### config.mk
export PLATFORM = sky130hd
export DESIGN_NAME = rs_pool
export DESIGN_NICKNAME = d
export VERILOG_FILES = /design/src/rtl/rs_pkg.sv /design/src/rtl/rs_operand.sv /design/src/rtl/rs_slot.sv /design/src/rtl/rs_pick.sv /design/src/rtl/rs_pool.sv
export SDC_FILE = /design/constraint.sdc
export NUM_CORES = 1
export LEC_CHECK = 0
export BUFFER_PORTS_ARGS = -buffer_cell sky130_fd_sc_hd__buf_2
export CORE_ASPECT_RATIO = 0.7
export CORE_MARGIN = 1.5
export CORE_UTILIZATION = 51
export CTS_CLUSTER_SIZE = 25
export DETAILED_ROUTE_END_ITERATION = 7
export PLACE_DENSITY = 0.7
export SYNTH_ARGS = -nofsm -noshare
export SYNTH_HDL_FRONTEND = slang
export SYNTH_HIERARCHICAL = 1
export SYNTH_SLANG_ARGS = --single-unit
### constraint.sdc
create_clock -name clk -period 6.6 [get_ports clk]
set_clock_uncertainty 0.05 [all_clocks]
set_input_delay 0.99 -clock clk [delete_from_list [all_inputs] [get_ports clk]]
set_output_delay 0.99 -clock clk [all_outputs]
set_load 0.03 [all_outputs]
### src/rtl/rs_pkg.sv
package rs_pkg;
  localparam int RS_ENTRIES = 4;
  localparam int RS_OPW     = 4;
  localparam int RS_TAGW    = 4;
  localparam int RS_DATW    = 16;
endpackage

### src/rtl/rs_operand.sv
// One source operand slot: holds either a value or the tag it is waiting for.
module rs_operand #(
  parameter int TAGW = 4,
  parameter int DATW = 16
) (
  input  logic            clk,
  input  logic            rst,
  input  logic            load,
  input  logic            live,
  input  logic [TAGW-1:0] in_tag,
  input  logic            in_vld,
  input  logic [DATW-1:0] in_data,
  input  logic            bc_valid,
  input  logic [TAGW-1:0] bc_tag,
  input  logic [DATW-1:0] bc_data,
  output logic            vld,
  output logic [DATW-1:0] data
);
  logic [TAGW-1:0] tag_q;
  logic            hit_new, hit_old;

  assign hit_new = bc_valid && (bc_tag == in_tag);
  assign hit_old = live && !vld && bc_valid && (bc_tag == tag_q);

  always_ff @(posedge clk) begin
    if (rst) begin
      vld <= 1'b0;
    end else if (load) begin
      tag_q <= in_tag;
      if (in_vld) begin
        vld  <= 1'b1;
        data <= in_data;
      end else if (hit_new) begin
        vld  <= 1'b1;
        data <= bc_data;
      end else begin
        vld  <= 1'b0;
      end
    end else if (hit_old) begin
      vld  <= 1'b1;
      data <= bc_data;
    end
  end
endmodule

### src/rtl/rs_slot.sv
// One station entry: occupancy, op, destination and two operand slots.
module rs_slot #(
  parameter int OPW  = 4,
  parameter int TAGW = 4,
  parameter int DATW = 16
) (
  input  logic            clk,
  input  logic            rst,
  input  logic            alloc,
  input  logic            release_i,
  input  logic [OPW-1:0]  in_op,
  input  logic [TAGW-1:0] in_t1,
  input  logic            in_v1,
  input  logic [DATW-1:0] in_d1,
  input  logic [TAGW-1:0] in_t2,
  input  logic            in_v2,
  input  logic [DATW-1:0] in_d2,
  input  logic [TAGW-1:0] in_dst,
  input  logic            bc_valid,
  input  logic [TAGW-1:0] bc_tag,
  input  logic [DATW-1:0] bc_data,
  output logic            busy,
  output logic            ready,
  output logic [OPW-1:0]  op,
  output logic [DATW-1:0] d1,
  output logic [DATW-1:0] d2,
  output logic [TAGW-1:0] dst
);
  logic v1, v2;

  always_ff @(posedge clk) begin
    if (rst)            busy <= 1'b0;
    else if (alloc)     busy <= 1'b1;
    else if (release_i) busy <= 1'b0;
  end

  always_ff @(posedge clk) begin
    if (alloc) begin
      op  <= in_op;
      dst <= in_dst;
    end
  end

  rs_operand #(.TAGW(TAGW), .DATW(DATW)) src1_i (
    .clk(clk), .rst(rst), .load(alloc), .live(busy),
    .in_tag(in_t1), .in_vld(in_v1), .in_data(in_d1),
    .bc_valid(bc_valid), .bc_tag(bc_tag), .bc_data(bc_data),
    .vld(v1), .data(d1));

  rs_operand #(.TAGW(TAGW), .DATW(DATW)) src2_i (
    .clk(clk), .rst(rst), .load(alloc), .live(busy),
    .in_tag(in_t2), .in_vld(in_v2), .in_data(in_d2),
    .bc_valid(bc_valid), .bc_tag(bc_tag), .bc_data(bc_data),
    .vld(v2), .data(d2));

  assign ready = busy && v1 && v2;
endmodule

### src/rtl/rs_pick.sv
// Lowest-index one-hot picker.
module rs_pick #(
  parameter int N = 4
) (
  input  logic [N-1:0] req,
  output logic [N-1:0] grant,
  output logic         any
);
  logic [N:0] seen;
  assign seen[0] = 1'b0;
  for (genvar i = 0; i < N; i++) begin : g_chain
    assign grant[i]  = req[i] & ~seen[i];
    assign seen[i+1] = seen[i] | req[i];
  end
  assign any = seen[N];
endmodule

### src/rtl/rs_pool.sv
module rs_pool #(
  parameter int NENT = rs_pkg::RS_ENTRIES,
  parameter int OPW  = rs_pkg::RS_OPW,
  parameter int TAGW = rs_pkg::RS_TAGW,
  parameter int DATW = rs_pkg::RS_DATW
) (
  input  logic            clk,
  input  logic            rst,
  input  logic            disp_valid,
  output logic            disp_ready,
  input  logic [OPW-1:0]  disp_op,
  input  logic [TAGW-1:0] disp_t1,
  input  logic            disp_v1,
  input  logic [DATW-1:0] disp_d1,
  input  logic [TAGW-1:0] disp_t2,
  input  logic            disp_v2,
  input  logic [DATW-1:0] disp_d2,
  input  logic [TAGW-1:0] disp_dst,
  input  logic            cdb_valid,
  input  logic [TAGW-1:0] cdb_tag,
  input  logic [DATW-1:0] cdb_data,
  input  logic            fu_free,
  output logic            iss_valid,
  output logic [OPW-1:0]  iss_op,
  output logic [DATW-1:0] iss_a,
  output logic [DATW-1:0] iss_b,
  output logic [TAGW-1:0] iss_dst
);
  logic [NENT-1:0] busy_w, ready_w, grant_w, free_grant, alloc_w, release_w;
  logic            any_ready, any_free, fire_w, take_w;
  logic [OPW-1:0]  s_op  [NENT];
  logic [DATW-1:0] s_d1  [NENT];
  logic [DATW-1:0] s_d2  [NENT];
  logic [TAGW-1:0] s_dst [NENT];
  logic [OPW-1:0]  m_op;
  logic [DATW-1:0] m_a, m_b;
  logic [TAGW-1:0] m_dst;

  rs_pick #(.N(NENT)) issue_pick_i (.req(ready_w), .grant(grant_w), .any(any_ready));
  rs_pick #(.N(NENT)) alloc_pick_i (.req(~busy_w), .grant(free_grant), .any(any_free));

  assign disp_ready = any_free;
  assign take_w     = disp_valid && any_free;
  assign fire_w     = fu_free && any_ready;
  assign alloc_w    = free_grant & {NENT{take_w}};
  assign release_w  = grant_w & {NENT{fu_free}};

  for (genvar i = 0; i < NENT; i++) begin : g_slot
    rs_slot #(.OPW(OPW), .TAGW(TAGW), .DATW(DATW)) slot_i (
      .clk(clk), .rst(rst), .alloc(alloc_w[i]), .release_i(release_w[i]),
      .in_op(disp_op), .in_t1(disp_t1), .in_v1(disp_v1), .in_d1(disp_d1),
      .in_t2(disp_t2), .in_v2(disp_v2), .in_d2(disp_d2), .in_dst(disp_dst),
      .bc_valid(cdb_valid), .bc_tag(cdb_tag), .bc_data(cdb_data),
      .busy(busy_w[i]), .ready(ready_w[i]),
      .op(s_op[i]), .d1(s_d1[i]), .d2(s_d2[i]), .dst(s_dst[i]));
  end

  always_comb begin
    m_op  = '0;
    m_a   = '0;
    m_b   = '0;
    m_dst = '0;
    for (int i = 0; i < NENT; i++) begin
      if (grant_w[i]) begin
        m_op  = m_op  | s_op[i];
        m_a   = m_a   | s_d1[i];
        m_b   = m_b   | s_d2[i];
        m_dst = m_dst | s_dst[i];
      end
    end
  end

  always_ff @(posedge clk) begin
    if (rst) iss_valid <= 1'b0;
    else     iss_valid <= fire_w;
  end

  always_ff @(posedge clk) begin
    if (fire_w) begin
      iss_op  <= m_op;
      iss_a   <= m_a;
      iss_b   <= m_b;
      iss_dst <= m_dst;
    end
  end
endmodule

==> qor.yml <==
status: "finished, final reports clean"
drt_pass1_iterations: 5
cts_resized: 0
die_x_um: 184.6
cts_buffers: 25
worst_slew_pin_slew_ns: 1.031
area_growth_pct: 13.47
timing.fmax_mhz: 319.7
drive_gt1_share_pct: 41.55
p_sw_w: 0.0007330
hold_violations: 0
clk_path_buf_depth: 3
port-buffer-count: 116
synth_top_area_share_pct: 59.15
start_util_pct: 51.94
cts_setup_buffers: 0
post-synth-top-count-cell: "edfxtp_1"
p_per_area_nw_per_um2: 255.4
grt_pass1_vias: 6598
async_flop_share_pct: 0
syn-num-nets: 804
routed_wl_mm: 25.94
grt-ovfl-total: 0
netlist_area_um2: 11780
gp_congestion: 0.7986
vias: 6677
cts_hold_buffers: 0
cellLeakagePower_nw: 4.929
vias_per_cell: 5.606
synth_warnings: 6
setup_viol: 0
worstSetupPathType: "flop to flop"
wl_per_cell_um: 21.78
num_rows: 46
hold_path_class: "flop to flop"
drt_iter0_markers: 630
arrival_ns: 3.23
layout_min_cycle_time_ns: 3.128
grt_first_pass_wirelength_mm: 39.65
final_nets: 933
final.setup.tns_ns: 0
cp_top_family: "simple AND/OR/NAND/NOR gates"
die_height_um: 130.2
grt_max_degree: 46
period_share_pct: 47.39
drv_slew: 0
ys_seq_area_share_pct: 61.36
synth_edf_count: 232
fill_cells: 1804
postLayoutCoreUtil_pct: 58.94
insertion_delay_ns: 0.53
postLayoutSetupSlackWorst_ns: 3.472
ant_nets: 0
crit_fanout: 19
synth_largest_area_cell: "edfxtp_1"
vdd_drop_max_mv: 0.1931
antenna_found_initial: 4
yosysUniqueCellTypes: 28
max_slew_margin_pct: 31.21
synth_seq_cells: 245
root_buffer: "clkbuf_16"
worst_setup_hold_path_clk_slew_ns: 0.06
clock_sinks: 245
place_inst: 1143
path_cells: "inv_1 > or4_1 > and3_1 > buf_4 > a21oi_1 > a41oi_1 > nor2_2"
syn_inst: 729
die-area_um2: 24030
cts_tree: "built"
power_frac_comb_pct: 7.1
grt_setup_unrepaired: "no"
ys_top_cells_by_count: "232 x edfxtp_1, 80 x mux2_4, 49 x a22oi_2, 48 x mux2_2, 40 x nand2_1"
cp_data_required_time_ns: 6.70
clockPowerShare_pct: 41.7
ys_top_cells_by_area: "edfxtp_1 59%, mux2_4 10%, a22oi_2 5.2%"
avgSynthCellArea_um2: 16.16
fin_cells: 1191
pin_count: 117
drv_cap: 0
worst-path-buf-inv: 2
place_ws_ns: 3.429
remaining_drc_errors: 0
swShare_pct: 21.47
core-area_um2: 22680
p_seq_share_pct: 51.2
slowest_delay_ns: 0.83
ys.flop_type: "edfxtp_1"
startpoint_type: "flop"
intPower_w: 0.002681
power_w: 0.003414
endpoint_kind: "flop"
cts-htree-levels: 1
slowest_stage: "nor2_2"
grt.total_usage_pct: 22.09
dp.final_hpwl_mm: 16.32
==> through the flow <==
step / instance area [µm²] / hold slack, ns
3_5_place_dp: 12530 / 0.4662
5_1_grt: 13360 / 0.4946
6_report: 13370 / 0.4784
2_1_floorplan: 11780 / 0.4430
3_3_place_gp: 12530 / 0.4613
4_1_cts: 13360 / 0.4804
==> path summary, 6_finish.rpt <==
check	depth (start not counted)	slack, ns	start	endpoint
worst min-delay path	2	0.48	g_slot[0].slot_i/src1_i/vld	g_slot[0].slot_i/src1_i/vld
worst max-delay path	7	3.47	g_slot[0].slot_i/busy	g_slot[3].slot_i/src2_i/data[12]
worst max register to register	7	3.47	g_slot[0].slot_i/busy	g_slot[3].slot_i/src2_i/data[12]
worst min register to register	2	0.48	g_slot[0].slot_i/src1_i/vld	g_slot[0].slot_i/src1_i/vld
==> power groups by stage <==
| stage | Combinational [W] | Sequential (W) | Clock, W |
|---|---|---|---|
| finish | 0.000241 | 0.00175 | 0.00142 |
| global route | 0.000260 | 0.00175 | 0.00151 |
| CTS | 0.000241 | 0.00175 | 0.00146 |
| detailed placement | 0.000240 | 0.00178 | 0 |
| global placement | 0.000234 | 0.00178 | 0 |
| floorplan | 0.000139 | 0.00178 | 0 |
==> cell type report <==
cell class	instances	area, µm²	share of cell area [%]
clock buffer	28	656.9	4.915
clock inverter	17	172.7	1.292
inverter	16	60.06	0.4494
sequential	245	7227	54.07
tap	312	390.4	2.921
antenna	3	7.507	0.05617
timing repair buffer	132	700.7	5.242
multi-input combinational	438	4150	31.05
==> sequential cells by signal (all words and copies together), names as in the netlist, 16 cells and up <==
register / cells
g_slot.slot_i/dst: 16
g_slot.slot_i/op: 16
g_slot.slot_i/src1_i/data: 64
g_slot.slot_i/src1_i/tag_q: 16
g_slot.slot_i/src2_i/data: 64
g_slot.slot_i/src2_i/tag_q: 16
iss_a: 16
iss_b: 16
==> kinds of logic after synthesis <==
logic type	share of synthesized area, %
simple gates	6.395
xor+xnor	4.759
compound gates	9.093
flops	61.36
buf+inv	3.612
mux	14.79
==> layer usage <==
metal | up-vias | track usage (%) | part of all wire [%]
met5 | - | 0 | 0.12
met4 | 6 | 4.974 | 1.3
met3 | 37 | 4.326 | 6.5
met2 | 207 | 34.89 | 46
met1 | 3342 | 31.89 | 46
li1 | 3085 | - | -
==> cell usage in the layout (no fill, tap or decap), types with 4 or more instances in the layout <==
master and n:
nor2_1 15, and2_1 4, nor3_1 8, buf_4 16
xor2_1 32, and3_1 7, a21oi_1 24, clkinv_1 7
clkinv_2 4, mux2_4 80, dfxtp_1 13, mux2_2 48
a22oi_1 31, nand2_4 8, nor3b_1 9, a22oi_2 49
nand4_1 8, clkbuf_16 25, nor2b_1 10, a41oi_1 8
edfxtp_1 232, nand2b_1 4, inv_1 16, and4b_1 8
buf_2 116, nand2_1 40, xnor2_1 32, a21oi_2 4
==> tightest hold or removal path: stages (launching register included) <==
cell and delay (ns):
dfxtp_1 0.32, nor2_1 0.10, a21oi_1 0.07
Power figures use the tool's default switching activity.
